==> config.mk <==
export PLATFORM = sky130hd
export DESIGN_NAME = mon_chan_master
export DESIGN_NICKNAME = d
export VERILOG_FILES = /design/src/rtl/mcm_pkg.sv /design/src/rtl/mcm_fifo.sv /design/src/rtl/mcm_slot_map.sv /design/src/rtl/mcm_ctrl.sv /design/src/rtl/mon_chan_master.sv
export SDC_FILE = /design/constraint.sdc
export NUM_CORES = 1
export LEC_CHECK = 0
export ABC_AREA = 1
export BUFFER_PORTS_ARGS = -buffer_cell sky130_fd_sc_hd__buf_4
export CELL_PAD_IN_SITES_DETAIL_PLACEMENT = 0
export CELL_PAD_IN_SITES_GLOBAL_PLACEMENT = 2
export CORE_ASPECT_RATIO = 0.8
export CORE_MARGIN = 2
export CORE_UTILIZATION = 35
export DETAILED_ROUTE_END_ITERATION = 8
export PLACE_DENSITY_LB_ADDON = 0.1
export RECOVER_POWER = 25
export SETUP_SLACK_MARGIN = 0.05
export SLEW_MARGIN = 20
export SYNTH_ARGS = -nofsm -noshare
export SYNTH_HDL_FRONTEND = slang
export SYNTH_SLANG_ARGS = --single-unit
==> constraint.sdc <==
create_clock -name clk -period 2 [get_ports clk]
set_clock_uncertainty 0.2 [all_clocks]
set_input_delay 0.5 -clock clk [delete_from_list [all_inputs] [get_ports clk]]
set_output_delay 0.5 -clock clk [all_outputs]
set_load 0.05 [all_outputs]
==> src/rtl/mcm_pkg.sv <==
package mcm_pkg;
  typedef enum logic [1:0] {
    PH_IDLE = 2'd0,
    PH_TX   = 2'd1,
    PH_RX   = 2'd2
  } phase_t;
endpackage

==> src/rtl/mcm_fifo.sv <==
module mcm_fifo #(
  parameter int DW    = 8,
  parameter int DEPTH = 16,
  localparam int AW   = $clog2(DEPTH),
  localparam int CW   = $clog2(DEPTH + 1)
) (
  input  logic          clk,
  input  logic          rst_n,
  input  logic          push,
  input  logic          pop,
  input  logic [DW-1:0] wdata,
  output logic [DW-1:0] rdata,
  output logic [CW-1:0] count,
  output logic          full,
  output logic          empty
);
  logic [DW-1:0] mem [DEPTH];
  logic [AW-1:0] wptr_q, wptr_d, rptr_q, rptr_d;
  logic [CW-1:0] cnt_q, cnt_d;

  always_comb begin
    wptr_d = wptr_q;
    rptr_d = rptr_q;
    cnt_d  = cnt_q;
    if (push) wptr_d = (wptr_q == AW'(DEPTH - 1)) ? '0 : wptr_q + AW'(1);
    if (pop)  rptr_d = (rptr_q == AW'(DEPTH - 1)) ? '0 : rptr_q + AW'(1);
    if (push && !pop) cnt_d = cnt_q + CW'(1);
    if (pop && !push) cnt_d = cnt_q - CW'(1);
  end

  always_ff @(posedge clk or negedge rst_n) begin
    if (!rst_n) begin
      wptr_q <= '0;
      rptr_q <= '0;
      cnt_q  <= '0;
    end else begin
      wptr_q <= wptr_d;
      rptr_q <= rptr_d;
      cnt_q  <= cnt_d;
    end
  end

  always_ff @(posedge clk) begin
    if (push) mem[wptr_q] <= wdata;
  end

  assign rdata = mem[rptr_q];
  assign count = cnt_q;
  assign full  = (cnt_q == CW'(DEPTH));
  assign empty = (cnt_q == '0);
endmodule

==> src/rtl/mcm_slot_map.sv <==
module mcm_slot_map #(
  parameter int SLOT_W = 3
) (
  input  logic              cfg_shared,
  input  logic [SLOT_W-1:0] slot_addr,
  input  logic              slot_stb,
  input  logic [SLOT_W-1:0] slot_num,
  output logic              tx_hit,
  output logic              rx_hit
);
  logic [SLOT_W-1:0] tx_slot, rx_slot;

  // Shared line: the lower half of the frame is downstream, the upper half upstream.
  always_comb begin
    if (cfg_shared) begin
      tx_slot = {1'b0, slot_addr[SLOT_W-2:0]};
      rx_slot = {1'b1, slot_addr[SLOT_W-2:0]};
    end else begin
      tx_slot = slot_addr;
      rx_slot = slot_addr;
    end
  end

  assign tx_hit = slot_stb && (slot_num == tx_slot);
  assign rx_hit = slot_stb && (slot_num == rx_slot);
endmodule

==> src/rtl/mcm_ctrl.sv <==
module mcm_ctrl
  import mcm_pkg::*;
#(
  parameter int DW    = 8,
  parameter int DEPTH = 16,
  parameter int TO_W  = 8,
  localparam int CW   = $clog2(DEPTH + 1)
) (
  input  logic          clk,
  input  logic          rst_n,
  input  logic          start,
  input  logic          cfg_hs,
  input  logic [TO_W-1:0] rx_timeout,
  input  logic          tx_hit,
  input  logic          rx_hit,
  input  logic [DW-1:0] up_byte,
  input  logic          wr_en,
  input  logic [DW-1:0] wr_data,
  input  logic          rd_en,
  input  logic [CW-1:0] fifo_count,
  input  logic          fifo_full,
  input  logic          fifo_empty,
  output logic          fifo_push,
  output logic          fifo_pop,
  output logic [DW-1:0] fifo_wdata,
  output phase_t        phase,
  output logic          done,
  output logic          overflow
);
  phase_t          state_q, state_d;
  logic [TO_W-1:0] idle_q, idle_d;
  logic            ovf_q, ovf_d;
  logic            done_q, done_d;
  logic            host_push, host_pop, line_push, line_pop;
  logic            idle_end;

  assign idle_end = ({1'b0, idle_q} + {{TO_W{1'b0}}, 1'b1}) >= {1'b0, rx_timeout};

  always_comb begin
    state_d   = state_q;
    idle_d    = idle_q;
    ovf_d     = ovf_q;
    done_d    = 1'b0;
    host_push = 1'b0;
    host_pop  = 1'b0;
    line_push = 1'b0;
    line_pop  = 1'b0;
    case (state_q)
      PH_IDLE: begin
        if (start && !cfg_hs) begin
          state_d = fifo_empty ? PH_RX : PH_TX;
          idle_d  = '0;
          ovf_d   = 1'b0;
        end else begin
          host_push = wr_en && !fifo_full;
          host_pop  = rd_en && !fifo_empty;
        end
      end
      PH_TX: begin
        if (tx_hit) begin
          line_pop = 1'b1;
          if (fifo_count == CW'(1)) begin
            state_d = PH_RX;
            idle_d  = '0;
          end
        end
      end
      PH_RX: begin
        if (rx_hit) begin
          if (up_byte == '1) begin
            if (idle_end) begin
              state_d = PH_IDLE;
              done_d  = 1'b1;
            end else begin
              idle_d = idle_q + TO_W'(1);
            end
          end else begin
            idle_d = '0;
            if (fifo_full) ovf_d = 1'b1;
            else           line_push = 1'b1;
          end
        end
      end
      default: state_d = PH_IDLE;
    endcase
  end

  always_ff @(posedge clk or negedge rst_n) begin
    if (!rst_n) begin
      state_q <= PH_IDLE;
      idle_q  <= '0;
      ovf_q   <= 1'b0;
      done_q  <= 1'b0;
    end else begin
      state_q <= state_d;
      idle_q  <= idle_d;
      ovf_q   <= ovf_d;
      done_q  <= done_d;
    end
  end

  assign fifo_push  = host_push | line_push;
  assign fifo_pop   = host_pop | line_pop;
  assign fifo_wdata = line_push ? up_byte : wr_data;
  assign phase      = state_q;
  assign done       = done_q;
  assign overflow   = ovf_q;
endmodule

==> src/rtl/mon_chan_master.sv <==
module mon_chan_master
  import mcm_pkg::*;
#(
  parameter int DW     = 8,
  parameter int DEPTH  = 16,
  parameter int SLOT_W = 3,
  parameter int TO_W   = 8,
  localparam int CW    = $clog2(DEPTH + 1)
) (
  input  logic              clk,
  input  logic              rst_n,
  input  logic              cfg_shared,
  input  logic              cfg_hs,
  input  logic [SLOT_W-1:0] slot_addr,
  input  logic [TO_W-1:0]   rx_timeout,
  input  logic              slot_stb,
  input  logic [SLOT_W-1:0] slot_num,
  output logic [DW-1:0]     ds_byte,
  output logic              ds_drive,
  input  logic [DW-1:0]     up_byte,
  input  logic              start,
  input  logic              wr_en,
  input  logic [DW-1:0]     wr_data,
  input  logic              rd_en,
  output logic [DW-1:0]     rd_data,
  output logic              busy,
  output logic              done,
  output logic [CW-1:0]     count,
  output logic              overflow,
  output logic              unsupported
);
  logic [1:0]    rst_sync_q;
  logic          rst_int_n;
  logic          tx_hit, rx_hit;
  logic          fifo_push, fifo_pop, fifo_full, fifo_empty;
  logic [DW-1:0] fifo_wdata, fifo_rdata;
  phase_t        phase;

  // Reset asserts at once and is released two clocks later.
  always_ff @(posedge clk or negedge rst_n) begin
    if (!rst_n) rst_sync_q <= 2'b00;
    else        rst_sync_q <= {rst_sync_q[0], 1'b1};
  end
  assign rst_int_n = rst_sync_q[1];

  mcm_slot_map #(.SLOT_W(SLOT_W)) u_map (
    .cfg_shared (cfg_shared),
    .slot_addr  (slot_addr),
    .slot_stb   (slot_stb),
    .slot_num   (slot_num),
    .tx_hit     (tx_hit),
    .rx_hit     (rx_hit)
  );

  mcm_ctrl #(.DW(DW), .DEPTH(DEPTH), .TO_W(TO_W)) u_ctrl (
    .clk        (clk),
    .rst_n      (rst_int_n),
    .start      (start),
    .cfg_hs     (cfg_hs),
    .rx_timeout (rx_timeout),
    .tx_hit     (tx_hit),
    .rx_hit     (rx_hit),
    .up_byte    (up_byte),
    .wr_en      (wr_en),
    .wr_data    (wr_data),
    .rd_en      (rd_en),
    .fifo_count (count),
    .fifo_full  (fifo_full),
    .fifo_empty (fifo_empty),
    .fifo_push  (fifo_push),
    .fifo_pop   (fifo_pop),
    .fifo_wdata (fifo_wdata),
    .phase      (phase),
    .done       (done),
    .overflow   (overflow)
  );

  mcm_fifo #(.DW(DW), .DEPTH(DEPTH)) u_fifo (
    .clk   (clk),
    .rst_n (rst_int_n),
    .push  (fifo_push),
    .pop   (fifo_pop),
    .wdata (fifo_wdata),
    .rdata (fifo_rdata),
    .count (count),
    .full  (fifo_full),
    .empty (fifo_empty)
  );

  assign ds_byte     = (phase == PH_TX) ? fifo_rdata : '1;
  assign ds_drive    = tx_hit && (phase == PH_TX);
  assign rd_data     = fifo_rdata;
  assign busy        = (phase != PH_IDLE);
  assign unsupported = cfg_hs;
endmodule

# Yosys cells after proc, flatten, opt, wreduce, memory -nomap -nowiden
# Memory sizes are Yosys's and may differ from the RTL's.
# Index checks and enable logic that the tools add are counted.
# totals
register_bits	27
ramBits	128
inputBits	38
out_inout_bits	26
elab_cells	102
mem_count	1
# memory_table
memory	words	word_bits	rd	rd_clocked_by_memory_dff	wr	line_no	text
u_fifo.mem	16	8	1	0	1	mcm_fifo.sv:17	logic [DW-1:0] mem [DEPTH];
# op_classes
n_addsub	6
order_cmp	1
n_eq_ne	18
mux	44
bitwise	2
reduce_logical	22
# ops
operator	n
2-to-1 mux 8 bit	8
one-hot mux 8 bit (3 select lines)	1
2-to-1 mux 1 bit	20
2-to-1 mux 2 bit	7
AND reduction 6 bit	2
2-to-1 mux 5 bit	2
!= test 2 x 1 -> 1 bit, second input constant	5
adder 8 x 1 -> 9 bit, second input constant	1
greater-or-equal comparator 9 x 8 -> 1 bit	1
adder 4 x 1 -> 4 bit, second input constant	2
adder 8 x 1 -> 8 bit, second input constant	1
== test 4 bit, second input constant	2
== test 8 bit, second input constant	1
logical AND 1 bit	8
2-to-1 mux 4 bit	2
== test 3 bit	2
2-to-1 mux 3 bit	2
!= test 2 bit, second input constant	3
one-hot mux 2 bit (3 select lines)	1
nonzero test 2 bit	3
adder 5 x 1 -> 5 bit, second input constant	1
== test 5 x 1 -> 1 bit, second input constant	1
== test 5 bit, second input constant	1
logical NOT 1 bit	5
other kinds (10)	11

# Depth between registers and ports, before layout
# Gate-level depths: netlist of run 1.
# depth
ltp_word	10
ltp_mapped	18
depth_no_buf	18

# Modules after synthesis
# Synthesis of run 1 repeated with hierarchy kept, for this count alone.
# hier_totals
hier_cells	771
area_unflattened_um2	7448.4
# by_module_without_submodules
module	n_inst	cells_per_inst	area_per_inst_um2	seq_area_each_um2
mcm_fifo	1	560	6030.8	4169.0
mcm_ctrl	1	165	1181.1	300.3
mon_chan_master	1	27	155.1	50.0
mcm_slot_map	1	19	81.3	0.0

# Worst setup path before layout of run 1
# No wires, ideal clock.
# synth_timing
path_type	register -> register
start	reg u_fifo.cnt_q[0] (netlist: u_fifo.count[0])
end	mem u_fifo.mem[0][0] (data pin)
setup_time_ns	0.330
t_arrival_ns	2.338
t_required_ns	1.470
path_slack_ns	-0.869
stages_incl_launch_ff	11
n_path_buf	1
period_less_slack_ns	2.869
cell_sequence	dfrtp_1 inv_1 ha_1 inv_1 nor3_2 nand2_1 nand2_1 inv_2 nand4_4 buf_2 o21ai_0
# synth_via
elab_chain_len	6
# synth_lines
item	line_no	text
start: declaration	mcm_fifo.sv:19	logic [CW-1:0] cnt_q, cnt_d;
start signal: assignment	mcm_fifo.sv:39	cnt_q <= cnt_d;
== test 5 bit	mcm_fifo.sv:49	assign full = (cnt_q == CW'(DEPTH));
2-to-1 mux 1 bit	mcm_ctrl.sv:79	if (fifo_full) ovf_d = 1'b1;
2-to-1 mux 1 bit	mcm_ctrl.sv:70	if (up_byte == '1) begin
2-to-1 mux 1 bit	mcm_ctrl.sv:69	if (rx_hit) begin
2-to-1 mux 1 bit	mcm_ctrl.sv:48	case (state_q)
2-to-1 mux 8 bit	mcm_ctrl.sv:104	assign fifo_wdata = line_push ? up_byte : wr_data;
via fifo_wdata[0]	mon_chan_master.sv:36	logic [DW-1:0] fifo_wdata, fifo_rdata;
end: declaration	mcm_fifo.sv:17	
# The timed path passes the listed nets, and every way through them passes these cells.

# Final worst setup path of run 1
# layout_timing
start	reg u_fifo.rptr_q[0]
end	out ds_byte[7]
# layout_via
elab_chain_len	2
# layout_lines
item	line_no	text
start: declaration	mcm_fifo.sv:18	logic [AW-1:0] wptr_q, wptr_d, rptr_q, rptr_d;
start signal: assignment	mcm_fifo.sv:38	rptr_q <= rptr_d;
memory read (16 x 8 bit)	-	
2-to-1 mux 8 bit	mon_chan_master.sv:90	assign ds_byte = (phase == PH_TX) ? fifo_rdata : '1;
end: declaration	mon_chan_master.sv:18	output logic [DW-1:0] ds_byte,
# No other way between the ends.

==> results_dict.tcl, run 1 <==
set metrics [dict create \
    max_cap_violations 0 \
    vdd_drop_max_v 0.000949 \
    nets 951 \
    startpoint "u_fifo.rptr_q[0]" \
    rr_startpoint "u_ctrl.idle_q[1]" \
    hpwl_um 13400 \
    cts.path.max_buffers 2 \
    grt_max_degree 34 \
    startpoint_type "flop" \
    synth_top_area_cell "edfxtp_1" \
    rsz0062_at_grt "yes" \
    clockPowerShare_pct 20.6 \
    coreArea_um2 20500 \
    period_share_pct 137 \
    swShare_pct 41.7 \
    cp.arrival_ps 2030 \
    worst_pin_slew_ps 754 \
    track_usage_pct 19.6 \
    antenna_cells 0 \
    antenna_found_initial 1 \
    drt_iter0_drc 303 \
    drt-pass1-iter-count 5 \
    p_sw_mw 6.29 \
    wl_per_cell_um 17.4 \
    cts_made_buffers 17 \
    layout_setup_ws_ps -731 \
    die_area_um2 21900 \
    fin_setup_tns_ps -68370 \
    clk-insertion-delay-late_ps 420 \
    yosysUniqueCellTypes 37 \
    place_area_um2 9250 \
    final_common_cell "buf_4" \
    crit_path_max_fanout 24 \
    ant_nets 0 \
    cts_tree "built" \
    drc 0 \
    worst-setup-path-type "flop to output pin" \
    drv_slew 0 \
    violations "negative setup slack" \
    ff2ff_path_depth 16 \
    rows 47 \
    intPower_mw 8.79 \
    status "complete, but fails checks" \
    power_mw 15.1 \
    hold_ws_ps 154 \
    htreeDepth 4 \
    ys_ff_latch 155 \
    final_util_pct 54.5 \
    grt_overflow_total 0 \
    fillers 1782 \
    drt-vias-per-instance 4.85 \
    powerDensity_nw_per_um2 1350 \
    die_x_um 165 \
    clk_pin_slew_worst_paths_ps 70 \
    synth_nets 740 \
    yosysTopAreaCellShare_pct 53.0 \
    stdcell_area_um2 11200 \
    cp-end-kind "output pin" \
    layout_common_cells "buf_4, edfxtp_1, nor2_1" \
    critical_path_required_ps 1300 \
    endpoint "ds_byte[7]" \
    totalWireLength_um 20400 \
    r2r_setup_slack_ps -410 \
    r2r_end "u_ctrl.idle_q[1]" \
    cts.sinks 155 \
    die_y_um 133 \
    synth_seq_area_share_pct 62.3 \
    via_count 5705 \
    combPwrFrac_pct 52.7 \
    hp-class "flop to flop" \
    syn_to_final_growth_pct 54.2 \
    portBuffers 63 \
    pin_count 64 \
    finalHoldViolCount 0 \
    drive_above_1_share_pct 44.7 \
    cts-root-buf "clkbuf_16" \
    timing.final.crit_period_ps 2730 \
    place_congestion 0.751 \
    synthCells 684 \
    slew_headroom_pct 49.8 \
    sequentialPowerShare_pct 26.7 \
    avgSynthCellArea_um2 10.6 \
    ys_top_cells_by_area "edfxtp_1, dfrtp_1, nor2_1" \
    grt_pass1_wl_um 32100 \
    setup_viol_count_final 291 \
    ys.warnings.count 0 \
    synth_area_um2 7260 \
    start_util_pct 35.4 \
    fmax_mhz 366 \
    first_global_vias 5772 \
    p_leak_nw 4.42 \
]
-- worst min path at each step --
stage,start,end,cells past startpoint
final,rst_sync_q[0],rst_sync_q[1],0
after floorplan,rst_n,rst_sync_q[0],0
after global placement,rst_sync_q[1],u_fifo.count[3],1
after CTS,rst_sync_q[1],u_fifo.count[3],1
after detailed placement,rst_sync_q[1],u_fifo.count[2],1
after global routing,rst_sync_q[0],rst_sync_q[1],0
-- registers in the layout, summed over array words and instances, names as in the netlist --
name	count
u_ctrl.phase	2
u_fifo.wptr_q	4
u_ctrl.overflow	1
u_fifo.count	5
u_ctrl.idle_q	8
u_fifo.rptr_q	4
rst_sync_q	2
u_fifo.mem	128
u_ctrl.done	1
-- per-stage QoR --
stage,cells,worst slack [ps]
floorplan,684,-428
global placement,1085,-595
detailed placement,1085,-615
CTS,1159,-750
global route,1177,-868
finish,1177,-731
-- layer usage --
metal / track usage, % / routed length [µm] / vias to the layer above
met5: 0 / 0 / -
met4: 4.64 / 222 / 0
met3: 3.42 / 654 / 13
met2: 32.1 / 10100 / 76
met1: 27.2 / 9430 / 2835
li1: - / - / 2781
-- worst max-delay path: stages (launching register included) --
cell	delay [ps]
dfrtp_2	470
inv_4	90
buf_12	170
nor2_1	100
o22ai_1	100
o211ai_1	260
buf_4	190
nand3_4	70
buf_6	160
-- power groups by stage --
stage                     clock [mW]  combinational [mW]  sequential, mW
after floorplan                    0                4.25            4.27
after global placement             0                6.56            4.05
after detailed placement           0                6.67            4.05
after CTS                       3.18                7.56            4.01
after global routing            3.30                8.54            4.06
final                           3.11                7.95            4.03
-- cell type report --
cell class | count | area, µm² | share of cell area (%)
clock buffers | 18 | 429 | 3.84
multi-input cells | 433 | 3280 | 29.3
well taps | 269 | 337 | 3.01
flip-flops and latches | 155 | 4530 | 40.5
inverters | 71 | 289 | 2.58
clock inverters | 14 | 138 | 1.23
repair buffers | 217 | 2190 | 19.6
-- cells by family (layout without fill, tap and decap cells) --
logic type	count (synthesis)	after routing	synth area share [%]
mux	10	10	1.38
buf+inv	97	320	5.45
flops	155	155	62.3
xor+xnor	14	14	1.69
other cells	1	1	0.0517
simple gates	280	281	17.0
fa+ha+maj	18	18	3.10
compound gates	109	109	9.04
-- synth_stat cells, drive strengths merged --
| cell type | number |
|---|---|
| o221ai | 4 |
| nand3 | 38 |
| dfrtp | 27 |
| xnor2 | 3 |
| nor2 | 119 |
| nand4 | 4 |
| inv | 70 |
| nor3 | 6 |
| xor2 | 11 |
| o32ai | 12 |
| nand3b | 2 |
| ha | 18 |
| o22ai | 7 |
| buf | 16 |
| a22o | 2 |
| o21ai | 66 |
| conb | 1 |
| o211ai | 12 |
| mux2i | 10 |
| clkinv | 1 |
| edfxtp | 128 |
| clkbuf | 10 |
| a21oi | 6 |
| nand2 | 111 |
-- repair_timing --
action	in CTS	in global routing
endpoints found under the hold margin	2	0
gates cloned	2	0
setup endpoints to repair	291	298
gates resized for setup	116	78
buffers inserted	39	24
hold buffers	1	0
pin swaps	26	41
(Power assumes the default switching activity.)
==> run 2: changes to the inputs <==
Settings changed: CORE_MARGIN 2 to not set.
==> run 2 against run 1 <==
Compared with the run above: the run still ends with negative setup slack left; total power shrank 0.60%; global-route usage shrank 0.43 points; critical path depth is 1 higher; largest power group unchanged; hold slack worse by 0.65 ps; wire length down 5.1%; critical path type unchanged; sequential power is essentially flat; setup slack got worse by 100 ps; count of clock-buffer cells in the layout down 1; core utilization increased by 0.34 points; critical endpoint is now ds_byte[2]; first-iteration DRC count is 0.99% lower; combinational power hardly changed.
==> results_dict.tcl, run 2 (synthesis gave the netlist of run 1 again) <==
set metrics [dict create \
    drt-vias-per-instance 4.85 \
    drt-pass1-iter-count 4 \
    endpoint "ds_byte[2]" \
    hpwl_um 13100 \
    powerDensity_nw_per_um2 1360 \
    finalHoldViolCount 0 \
    place_area_um2 9320 \
    power_mw 15.0 \
    clk_pin_slew_worst_paths_ps 60 \
    fmax_mhz 353 \
    final_common_cell "buf_4" \
    largest_reg_flops 128 \
    setup_viol_count_final 293 \
    vdd_drop_max_v 0.00121 \
    rsz0062_at_grt "yes" \
    pin_count 64 \
    cts-root-buf "clkbuf_16" \
    hold_ws_ps 153 \
    clk-insertion-delay-late_ps 420 \
    slowest_delay_ps 480 \
    r2r_end "u_ctrl.idle_q[5]" \
    period_share_pct 142 \
    worst_pin_slew_ps 689 \
    critical_path_required_ps 1300 \
    crit_path_max_fanout 15 \
    rows 46 \
    drt_iter0_drc 300 \
    status "complete, but fails checks" \
    p_leak_nw 4.35 \
    rr_startpoint "u_ctrl.idle_q[2]" \
    first_global_vias 5639 \
    pre_cts_ws_ps -453 \
    drv_slew 0 \
    layout_setup_ws_ps -831 \
    grt_overflow_total 0 \
    final_util_pct 54.9 \
    fin_cells 1158 \
    fin_setup_tns_ps -43100 \
    die_area_um2 21300 \
    startpoint_type "flop" \
    track_usage_pct 19.2 \
    grt_max_degree 32 \
    via_count 5616 \
    nets 938 \
    ff2ff_path_depth 16 \
    worst-setup-path-type "flop to output pin" \
    die_x_um 163 \
    wl_per_cell_um 16.8 \
    cp-end-kind "output pin" \
    totalWireLength_um 19400 \
    cp.arrival_ps 2130 \
    slew_headroom_pct 54.1 \
    die_y_um 131 \
    cts.sinks 155 \
    portBuffers 63 \
    coreArea_um2 20100 \
    antenna_found_initial 0 \
    r2r_setup_slack_ps -370 \
    place_congestion 0.801 \
    ant_nets 0 \
    timing.final.crit_period_ps 2830 \
    layout_common_cells "buf_4, edfxtp_1, nor2_1" \
    place_inst 1088 \
    slowest_stage "dfrtp_2" \
    stdcell_area_um2 11000 \
    syn_to_final_growth_pct 51.9 \
    htreeDepth 4 \
    antenna_cells 0 \
    cp_common_cell "nand2_1" \
    drive_above_1_share_pct 44.7 \
    cts_made_buffers 17 \
    fillers 1744 \
    cts_tree "built" \
    violations "negative setup slack" \
    hp-class "flop to flop" \
    start_util_pct 36.1 \
    regMostFlops "u_fifo.mem" \
    path_cells "buf_4 > clkbuf_16 > o21ai_0 > o32ai_2 > nand2_1 > nand2_1 > inv_2 > nand3_4 > buf_8" \
    drc 0 \
    startpoint "u_fifo.rptr_q[0]" \
    max_cap_violations 0 \
    grt_pass1_wl_um 30300 \
    cts.path.max_buffers 2 \
]
-- run 2: cell types whose count changed in the layout (fill, tap and decap cells not counted), moves of 5 or more --
cell     change
buf_4        -5
inv_2        +6
buf_6       -18
nand2_2      +9
nand2_1      -5
buf_8        +6
-- run 2: per-layer routing --
layer	share of wire, %	up-vias	wire length, µm	global-route usage (%)
met5	0	-	0	0
met4	0.58	0	112	4.62
met3	4.1	8	801	3.13
met2	49	96	9500	32.1
met1	46	2752	8990	26.1
li1	-	2760	-	-
-- run 2: repair_timing --
| action | 4_1_cts | 5_1_grt |
|---|---|---|
| endpoints found under the setup margin | 290 | 295 |
| hold buffers | 1 | 0 |
| pin swaps | 21 | 37 |
| hold endpoints to repair | 2 | 0 |
| gates cloned | 1 | 1 |
| resized for setup | 100 | 85 |
| setup buffers | 23 | 16 |
-- run 2: cell type report --
cell class	count	area, µm²	area share [%]
Tap cell	264	330	3.00
Multi-Input combinational cell	433	3210	29.1
Timing Repair Buffer	204	2120	19.2
Clock inverter	14	123	1.11
Sequential cell	155	4530	41.1
Inverter	71	284	2.58
Clock buffer	17	425	3.86
-- run 2: how the worst min path moves through the flow --
stage                     cells past startpoint              end  slack, ps     startpoint
after detailed placement                      1  u_fifo.count[4]         60  rst_sync_q[1]
after CTS                                     1  u_fifo.count[3]         60  rst_sync_q[1]
after global routing                          0    rst_sync_q[1]        170  rst_sync_q[0]
after global placement                        1  u_fifo.count[3]         40  rst_sync_q[1]
after floorplan                               0    rst_sync_q[0]          4          rst_n
final                                         0    rst_sync_q[1]        150  rst_sync_q[0]
-- run 2: power breakdown --
part           internal (mW)  switching [mW]
Sequential              3.82           0.198
Combinational           3.31            4.66
Clock                   1.71            1.30
-- run 2: worst max-delay path, delay by kind of cell (launching register included) --
family	cells	cell delay [ps]
AO/OA/AOI/OAI	2	400
buffers and inverters	4	610
AND/OR/NAND/NOR	3	210
flip-flops	1	480
==> run 3: changes to the inputs <==
Settings changed: BUFFER_PORTS_ARGS -buffer_cell sky130_fd_sc_hd__buf_4 to not set, CORE_UTILIZATION 35 to 38, DONT_BUFFER_PORTS set to 1.
Clock period 2 ns to 2.25 ns, I/O delays scaled along.
==> run 3 against run 2 <==
Compared with the run above: the run still ends with negative setup slack left; cell count fell by 7.2%; total power fell by 13%; critical path depth fell by 1; combinational power fell by 19%; hold slack improved by 5.3 ps; sequential power fell by 11%; clock power fell by 3%; flip-flop and latch count did not move; register-to-register slack improved by 160 ps; critical endpoint is now rd_data[0]; largest power group unchanged; highest routed layer unchanged.
==> results_dict.tcl, run 3 (synthesis gave the netlist of run 1 again) <==
set metrics [dict create \
    worst-path-buf-inv 4 \
    fmax_mhz 348 \
    drive_above_1_share_pct 38.3 \
    hpwl_um 12900 \
    nets 865 \
    vdd_drop_max_v 0.000993 \
    pre_cts_ws_ps -259 \
    worst_pin_slew_ps 1450 \
    clk_pin_slew_worst_paths_ps 60 \
    pin_count 64 \
    portBuffers 0 \
    drt-vias-per-instance 5.02 \
    antenna_cells 0 \
    clk-insertion-delay-late_ps 420 \
    rows 44 \
    critical_path_required_ps 1490 \
    coreArea_um2 18400 \
    intPower_mw 7.54 \
    grt_overflow_total 0 \
    crit_cells 8 \
    rsz0062_at_grt "yes" \
    cts_made_buffers 17 \
    slowest_stage "dfrtp_2" \
    cts.path.max_buffers 2 \
    regMostFlops "u_fifo.mem" \
    p_leak_nw 4.01 \
    die_x_um 156 \
    grt_max_degree 37 \
    layout_common_cells "edfxtp_1, nor2_1, buf_4" \
    cts-root-buf "clkbuf_16" \
    cp-end-kind "output pin" \
    syn_to_final_growth_pct 44.5 \
    period_share_pct 128 \
    max_cap_violations 0 \
    cts_tree "built" \
    final_common_cell "edfxtp_1" \
    setup_viol_count_final 286 \
    finalHoldViolCount 0 \
    path_delay_family "buffers and inverters" \
    slew_headroom_pct 3.56 \
    die_area_um2 19700 \
    sequentialPowerShare_pct 27.6 \
    place_congestion 0.814 \
    clockPowerShare_pct 22.5 \
    start_util_pct 39.3 \
    status "complete, but fails checks" \
    hp-class "input pin to asynchronous set/reset pin" \
    hold_ws_ps 158 \
    largest_reg_flops 128 \
    ff2ff_path_depth 17 \
    die_y_um 126 \
    ant_nets 0 \
    layout_setup_ws_ps -621 \
    violations "negative setup slack" \
    track_usage_pct 20.6 \
    grt_pass1_wl_um 30000 \
    totalWireLength_um 19700 \
    wl_per_cell_um 18.3 \
    slowest_delay_ps 490 \
    crit_path_max_fanout 36 \
    via_count 5399 \
    cts.sinks 155 \
    p_sw_mw 5.45 \
    antenna_found_initial 0 \
    startpoint_type "flop" \
    r2r_setup_slack_ps -210 \
    timing.final.crit_period_ps 2870 \
    drc 0 \
    drt_iter0_drc 366 \
    cp.arrival_ps 2110 \
    drv_slew 0 \
    combPwrFrac_pct 49.9 \
    path_cells "inv_2 > buf_12 > nor2_1 > o22ai_2 > o211ai_1 > buf_4 > nand2_2 > buf_6" \
    first_global_vias 5420 \
    worst-setup-path-type "flop to output pin" \
    swShare_pct 41.9 \
    drt-pass1-iter-count 5 \
    final_util_pct 56.8 \
    powerDensity_nw_per_um2 1240 \
    htreeDepth 4 \
]
[run 3: through the flow]
stage | std cells | instance area [µm²] | total power, mW | setup TNS [ps]
floorplan | 684 | 7600 | 7.38 | -17160
global placement | 998 | 8630 | 8.96 | -19040
detailed placement | 998 | 8630 | 9.04 | -25720
CTS | 1061 | 9940 | 12.7 | -10000
global route | 1075 | 10500 | 13.6 | -62950
finish | 1075 | 10500 | 13.0 | -35230
[run 3: worst reg2reg max path: stages (launching register included)]
cell,delay [ps]
dfrtp_2,400
inv_1,80
ha_2,190
inv_4,30
nor3_1,270
nand2_2,120
nand2_2,70
inv_2,50
nand4_4,80
buf_6,130
nand2_8,60
inv_6,60
ha_4,160
inv_4,50
o21ai_2,120
nand3b_1,110
xor2_1,140
inv_1,50
[run 3: worst paths after layout]
kind | end | startpoint
max | rd_data[0] | u_fifo.rptr_q[0]
min | rst_sync_q[1] | rst_n
max reg2reg | u_fifo.count[3] | u_fifo.count[1]
min reg2reg | rst_sync_q[1] | rst_sync_q[0]
max in group asynchronous | u_fifo.rptr_q[0] | rst_sync_q[1]
min in group clk | rst_sync_q[1] | rst_sync_q[0]
[run 3: layout make-up]
class,count,area (µm²)
Sequential cell,155,4530
Multi-Input combinational cell,433,3270
Clock buffer,17,425
Fill cell,1527,7960
Tap cell,253,317
Clock inverter,15,171
Timing Repair Buffer,131,1490
Inverter,71,287
[run 3: metal layers]
layer | part of all wire, % | track usage (%)
met5 | 0 | 0
met2 | 46 | 32.1
met3 | 5.2 | 4.44
met1 | 47 | 29.3
met4 | 1.6 | 4.96
[run 3: what timing repair did]
item | 4_1_cts | 5_1_grt
endpoints found under the setup margin | 232 | 222
hold buffers | 1 | 0
endpoints found under the hold margin | 2 | 0
gates resized for setup | 92 | 83
setup buffers | 28 | 11
gates cloned | 2 | 4
pin swaps | 19 | 27
[run 3: power groups by stage]
| stage | logic, mW | registers [mW] | clock network, mW |
|---|---|---|---|
| floorplan | 3.59 | 3.79 | 0 |
| CTS | 6.20 | 3.59 | 2.96 |
| finish | 6.49 | 3.59 | 2.92 |
| global placement | 5.34 | 3.62 | 0 |
| detailed placement | 5.41 | 3.63 | 0 |
| global route | 6.95 | 3.61 | 3.08 |
